--- src/rtl/cfg_port_pkg.sv ---
package cfg_port_pkg;
  localparam int unsigned IDX_W = 8;
  localparam int unsigned DW    = 8;
  localparam int unsigned DEPTH = 1 << IDX_W;

  localparam logic [DW-1:0] KEY_E7 = 8'hFE;
  localparam logic [DW-1:0] KEY_E8 = 8'hBE;
  localparam logic [DW-1:0] OFF_RD = 8'hFF;

  function automatic logic [DW-1:0] reset_val(input logic [IDX_W-1:0] idx);
    case (idx)
      8'hE0:   return 8'h3C;
      8'hE2:   return 8'h03;
      8'hE3:   return 8'hFC;
      8'hE6:   return 8'hDE;
      8'hE7:   return KEY_E7;
      8'hE8:   return KEY_E8;
      default: return '0;
    endcase
  endfunction

  function automatic logic wr_ok(input logic [IDX_W-1:0] idx, input logic [DW-1:0] d);
    if (idx < 8'hE0) return 1'b0;
    case (idx)
      8'hE4, 8'hE5, 8'hE9, 8'hEA, 8'hEB, 8'hEC, 8'hED,
      8'hF3, 8'hF5, 8'hF7, 8'hF9, 8'hFA, 8'hFB,
      8'hFD, 8'hFE, 8'hFF: return 1'b0;
      8'hE7:   return d == KEY_E7;
      8'hE8:   return d == KEY_E8;
      default: return 1'b1;
    endcase
  endfunction
endpackage

--- src/rtl/cfg_win_decode.sv ---
module cfg_win_decode #(
  parameter int unsigned ADDR_W = 16,
  parameter logic [ADDR_W-1:0] BASE_ADDR = 16'h03F0
) (
  input  logic              en_i,
  input  logic [ADDR_W-1:0] addr_i,
  input  logic              wr_i,
  input  logic              rd_i,
  output logic              idx_wr_o,
  output logic              dat_wr_o,
  output logic              rd_on_o,
  output logic              rd_off_o
);
  localparam logic [ADDR_W-1:0] DAT_ADDR = BASE_ADDR + 1'b1;

  logic at_idx, at_dat, in_win;

  assign at_idx   = (addr_i == BASE_ADDR);
  assign at_dat   = (addr_i == DAT_ADDR);
  assign in_win   = at_idx | at_dat;
  assign idx_wr_o = en_i & wr_i & at_idx;
  assign dat_wr_o = en_i & wr_i & at_dat;
  assign rd_on_o  = en_i & rd_i & in_win;
  assign rd_off_o = ~en_i & rd_i & in_win;
endmodule

--- src/rtl/cfg_wr_filter.sv ---
module cfg_wr_filter
  import cfg_port_pkg::*;
(
  input  logic             req_i,
  input  logic [IDX_W-1:0] idx_i,
  input  logic [DW-1:0]    data_i,
  output logic             commit_o
);
  assign commit_o = req_i & wr_ok(idx_i, data_i);
endmodule

--- src/rtl/cfg_regfile.sv ---
module cfg_regfile
  import cfg_port_pkg::*;
(
  input  logic             clk_i,
  input  logic             rst_ni,
  input  logic             we_i,
  input  logic [IDX_W-1:0] waddr_i,
  input  logic [DW-1:0]    wdata_i,
  input  logic [IDX_W-1:0] raddr_i,
  output logic [DW-1:0]    rdata_o
);
  logic [DW-1:0] mem     [DEPTH];
  logic [DW-1:0] rst_tbl [DEPTH];

  for (genvar g = 0; g < DEPTH; g++) begin : g_rst
    assign rst_tbl[g] = reset_val(IDX_W'(g));
  end

  always_ff @(posedge clk_i or negedge rst_ni) begin
    if (!rst_ni) begin
      for (int i = 0; i < DEPTH; i++) mem[i] <= rst_tbl[i];
    end else if (we_i) begin
      mem[waddr_i] <= wdata_i;
    end
  end

  assign rdata_o = mem[raddr_i];
endmodule

--- src/rtl/idx_cfg_port.sv ---
module idx_cfg_port
  import cfg_port_pkg::*;
#(
  parameter int unsigned ADDR_W = 16,
  parameter logic [ADDR_W-1:0] BASE_ADDR = 16'h03F0
) (
  input  logic              clk_i,
  input  logic              rst_ni,
  input  logic              win_en_i,
  input  logic [ADDR_W-1:0] addr_i,
  input  logic              wr_i,
  input  logic              rd_i,
  input  logic [DW-1:0]     wdata_i,
  output logic [DW-1:0]     rdata_o
);
  logic             idx_wr, dat_wr, rd_on, rd_off, commit;
  logic [IDX_W-1:0] idx_q;
  logic [DW-1:0]    sel_data, rdata_q;

  cfg_win_decode #(.ADDR_W(ADDR_W), .BASE_ADDR(BASE_ADDR)) u_dec (
    .en_i    (win_en_i),
    .addr_i  (addr_i),
    .wr_i    (wr_i),
    .rd_i    (rd_i),
    .idx_wr_o(idx_wr),
    .dat_wr_o(dat_wr),
    .rd_on_o (rd_on),
    .rd_off_o(rd_off)
  );

  cfg_wr_filter u_flt (
    .req_i   (dat_wr),
    .idx_i   (idx_q),
    .data_i  (wdata_i),
    .commit_o(commit)
  );

  cfg_regfile u_rf (
    .clk_i  (clk_i),
    .rst_ni (rst_ni),
    .we_i   (commit),
    .waddr_i(idx_q),
    .wdata_i(wdata_i),
    .raddr_i(idx_q),
    .rdata_o(sel_data)
  );

  always_ff @(posedge clk_i or negedge rst_ni) begin
    if (!rst_ni) idx_q <= '0;
    else if (idx_wr) idx_q <= wdata_i[IDX_W-1:0];
  end

  // read samples pre-edge state, so a same-cycle write is not visible
  always_ff @(posedge clk_i or negedge rst_ni) begin
    if (!rst_ni)     rdata_q <= '0;
    else if (rd_on)  rdata_q <= sel_data;
    else if (rd_off) rdata_q <= OFF_RD;
  end

  assign rdata_o = rdata_q;
endmodule

--- config.mk ---
export PLATFORM = sky130hd
export DESIGN_NAME = idx_cfg_port
export DESIGN_NICKNAME = d
export VERILOG_FILES = /design/src/rtl/cfg_port_pkg.sv /design/src/rtl/cfg_win_decode.sv /design/src/rtl/cfg_wr_filter.sv /design/src/rtl/cfg_regfile.sv /design/src/rtl/idx_cfg_port.sv
export SDC_FILE = /design/constraint.sdc
export NUM_CORES = 2
export LEC_CHECK = 0
export BUFFER_PORTS_ARGS = -buffer_cell sky130_fd_sc_hd__buf_2
export CAP_MARGIN = 5
export CORE_MARGIN = 1
export CORE_UTILIZATION = 25
export DETAILED_ROUTE_END_ITERATION = 7
export PLACE_DENSITY = 0.49
export SYNTH_ARGS = -nofsm -noshare
export SYNTH_HDL_FRONTEND = slang
export SYNTH_SLANG_ARGS = --single-unit
--- constraint.sdc ---
create_clock -name clk_i -period 3.2 [get_ports clk_i]
set_input_delay 0.16 -clock clk_i [delete_from_list [all_inputs] [get_ports clk_i]]
set_output_delay 0.16 -clock clk_i [all_outputs]
set_load 0.02 [all_outputs]
==> impl_metrics.env <==
export IMPL_outcome="finished, violations left"
export IMPL_die_height_um=559
export IMPL_critical_path_startpoint="idx_q[0]$_DFFE_PN0P_"
export IMPL_synth_compound_area_frac=0.0300
export IMPL_setup_violations=0
export IMPL_clk_pin_slew_ns=0.06
export IMPL_rr_startpoint="idx_q[0]$_DFFE_PN0P_"
export IMPL_clkSinkCount=2064
export IMPL_async_reset_ff_frac=1.00
export IMPL_synth_seq_cells=2064
export IMPL_critical_path_class="register to register"
export IMPL_clkPwrFrac=0.490
export IMPL_grt_pass1_vias=37066
export IMPL_drive_gt1_frac=0.320
export IMPL_powerDensity_nw_per_um2=617
export IMPL_cts_root_buf="clkbuf_16"
export IMPL_critical_path_max_fanout=19
export IMPL_synth_edf_count=0
export IMPL_track_usage=0.0980
export IMPL_swShare=0.210
export IMPL_synthMuxAreaShare=0.180
export IMPL_violations="design-rule violations"
export IMPL_syn_nets=5526
export IMPL_num_rows=204
export IMPL_n_fill_cell=30741
export IMPL_numPortBuffers=36
export IMPL_antenna_found_initial=6
export IMPL_slew_headroom=0.381
export IMPL_dp_hpwl_mm=94.7
export IMPL_wl_per_cell_um=18.3
export IMPL_reg2reg_depth=9
export IMPL_hold_class="primary input to async pin"
export IMPL_drt_pass1_iter_count=7
export IMPL_core_sq_um=309000
export IMPL_cellLeakagePower_nw=38.7
export IMPL_cts_made_buffers=210
export IMPL_synth_seq_area_share=0.666
export IMPL_cp_endpoint="rdata_o[6]$_DFFE_PN0P_"
export IMPL_synth_area_leaders="dfrtp_1 (66%), mux4_2 (14%), clkbuf_1 (9.6%)"
export IMPL_whs_ns=0.132
export IMPL_slew_violations=0
export IMPL_grt_first_pass_wirelength_mm=237
export IMPL_startpoint_type="register"
export IMPL_synth_cells=5497
export IMPL_ys_warn_count=0
export IMPL_tns_ns=0
export IMPL_max_freq_mhz=325
export IMPL_syn_to_final_growth_pct=9.70
export IMPL_synthSimpleGateAreaFrac=0.0144
export IMPL_worstReg2RegEnd="rdata_o[6]$_DFFE_PN0P_"
export IMPL_die_w_um=559
export IMPL_p_int_mw=41.5
export IMPL_clock_latency_ns=0.87
export IMPL_num_nets_final=3930
export IMPL_vias=31238
export IMPL_overflow=0
export IMPL_drt_iter0_drc=1895
export IMPL_synth_top_cell_area_share=0.656
export IMPL_syn_area_sq_um=77600
export IMPL_start_util=0.251
export IMPL_synthAdderAreaFrac=0
export IMPL_cp_num_cells=9
export IMPL_yosys_area_top_type="dfrtp_1"
export IMPL_rsz0062_at_grt="no"
export IMPL_cp_cell_sequence="buf_12 > buf_12 > buf_6 > mux4_2 > mux4_2 > a31oi_1 > a22oi_1 > or4_1 > o211a_1"
export IMPL_reg2reg_setup_slack_ns=0.13
export IMPL_synth_cell_types=68
export IMPL_tritoncts="done"
export IMPL_dieArea_sq_um=313000
export IMPL_synth_main_ff_cell="dfrtp_1"
export IMPL_power_frac_seq=0.497
export IMPL_critPathRequiredTime_ns=3.95
export IMPL_power_mw=52.5
export IMPL_post_route_drc_count=5
export IMPL_power_frac_comb=0.013
export IMPL_skew_ns=0.0739
export IMPL_cpPeakStageDelay_ns=0.54
export IMPL_seqCellArea_sq_um=51700
export IMPL_cts_htree_levels=4
export IMPL_finalHoldViolations=0
export IMPL_synth_area_per_cell_sq_um=14.1
export IMPL_worst_slew_pin_slew_ns=0.926
export IMPL_period_minus_slack_ns=3.07
export IMPL_synth_xor_area_share=0
export IMPL_fin_crit_sh=0.961
export IMPL_routed_via_density=3.81
export IMPL_cpLargestDelayFamily="multiplexers"
export IMPL_clk_path_buf_depth=3
export IMPL_critPathBufInv=3
export IMPL_synth_top_family_by_area="multiplexers"
export IMPL_cap_violations=0
export IMPL_multi_input_area_sq_um=17600
export IMPL_cp_arrival_ns=3.83
export IMPL_routed_wl_mm=150
export IMPL_place_congestion=0.738
export IMPL_ir_drop_mv=0.583
export IMPL_crit_path_end_kind="register"
export IMPL_drtAntennaViolNets=0
export IMPL_slowest_stage="dfrtp_4"
export IMPL_grt_max_degree=141
export IMPL_io_pins=37
export IMPL_p_switching_mw=11.0
power by group through the flow:
stage / sequential (mW) / combinational (mW) / clock (mW)
detailed placement: 26.6 / 0.688 / 0
global placement: 26.6 / 0.664 / 0
global route: 26.1 / 0.785 / 27.6
floorplan: 26.6 / 0.0202 / 0
finish: 26.1 / 0.665 / 25.8
CTS: 26.1 / 0.710 / 26.6
worst register-to-register path: cells and delay by family, from the launching register on:
family,cells,cell delay [ns]
AOI/OAI and AO/OA,3,0.42
muxes,2,1.02
DFF,1,0.54
and+or+nand+nor,1,0.44
buffers and inverters,3,0.55
placed cells by master (no fill, tap or decap), types with 9 or more instances in the layout:
cell,netlist,routed
mux2_1,44,44
bufinv_16,0,20
clkbuf_16,0,210
mux4_2,485,485
clkbuf_8,0,64
a22oi_1,98,98
mux2i_1,161,159
nand2b_1,12,12
a221oi_1,23,22
dfrtp_1,2033,2027
o21ai_0,42,42
a31oi_1,21,20
clkinv_16,0,9
a22o_1,14,14
nand2_1,41,41
mux2_2,85,85
buf_12,0,58
a211oi_1,10,9
nor2_1,30,28
nand4_1,10,10
nand3_1,34,34
clkinv_2,0,34
dfstp_2,31,31
dlygate4sd3_1,0,16
o22ai_1,30,30
buf_4,40,195
buf_2,45,35
and2_1,10,9
clkbuf_1,1991,36
a21oi_1,31,31
flip-flops by register name (all words and copies together), names as in the netlist:
register,count
u_rf.mem,2048
idx_q,8
rdata_o,8
repair_timing:
item / CTS / global route
hold buffers: 17 / 0
cloned: 1 / 0
endpoints found under the setup margin: 4 / 31
resized for setup: 7 / 17
hold endpoints to repair: 1700 / 0
pin swaps: 2 / 2
buffers inserted: 4 / 9
per-layer routing:
metal	global-route usage	wire [um]	up-vias
li1	-	-	14183
met1	0.141	72900	16355
met2	0.147	67900	460
met3	0.0202	5700	238
met4	0.0319	3770	2
met5	0	13	-
cell usage after synthesis, drive strengths merged (12+ instances only):
cell type     n
dfstp        31
mux2        129
mux4        485
a31oi        21
a221oi       23
a22o         14
nor2b        12
buf         130
nand2        48
a21oi        31
dfrtp      2033
nand2b       12
a22oi        98
mux2i       161
nor2         30
o22ai        30
clkbuf     1991
o21ai        43
nand3        34
stage by stage:
step | setup WS (ns) | area [sq um] | util | cells
2_1_floorplan | 0.652 | 77600 | - | 5497
3_3_place_gp | -0.468 | 77100 | 0.250 | 7779
3_5_place_dp | -0.495 | 77100 | 0.250 | 7779
4_1_cts | -0.00574 | 84900 | 0.275 | 8191
5_1_grt | 0.00136 | 85100 | 0.276 | 8200
6_report | 0.125 | 85100 | 0.276 | 8200
area by class of cell:
class / instances / share of cell area
Sequential cell: 2064 / 0.608
Inverter: 8 / 0.000353
Clock buffer: 310 / 0.0737
Tap cell: 4120 / 0.0606
Antenna cell: 1 / 0.0000294
Multi-Input combinational cell: 1304 / 0.206
Timing Repair Buffer: 313 / 0.0370
Clock inverter: 80 / 0.0144
worst min-delay path by stage:
stage	to	slack [ns]	from
2_1_floorplan	idx_q[0]$_DFFE_PN0P_	-0.14	rst_ni
3_3_place_gp	u_rf.mem[475]$_DFFE_PN0P_	0.12	rst_ni
3_5_place_dp	u_rf.mem[475]$_DFFE_PN0P_	0.12	rst_ni
4_1_cts	u_rf.mem[250]$_DFFE_PN1P_	0.05	rst_ni
5_1_grt	u_rf.mem[250]$_DFFE_PN1P_	0.10	rst_ni
6_report	u_rf.mem[1897]$_DFFE_PN0P_	0.13	rst_ni
logic make-up (layout without fill, tap and decap cells):
group / after synthesis / in the layout
buffers and inverters: 2129 / 711
DFF: 2064 / 2064
other: 0 / 1
and+or+nand+nor: 205 / 205
AOI/OAI and AO/OA: 324 / 324
muxes: 775 / 775
(Power assumes the default switching activity.)
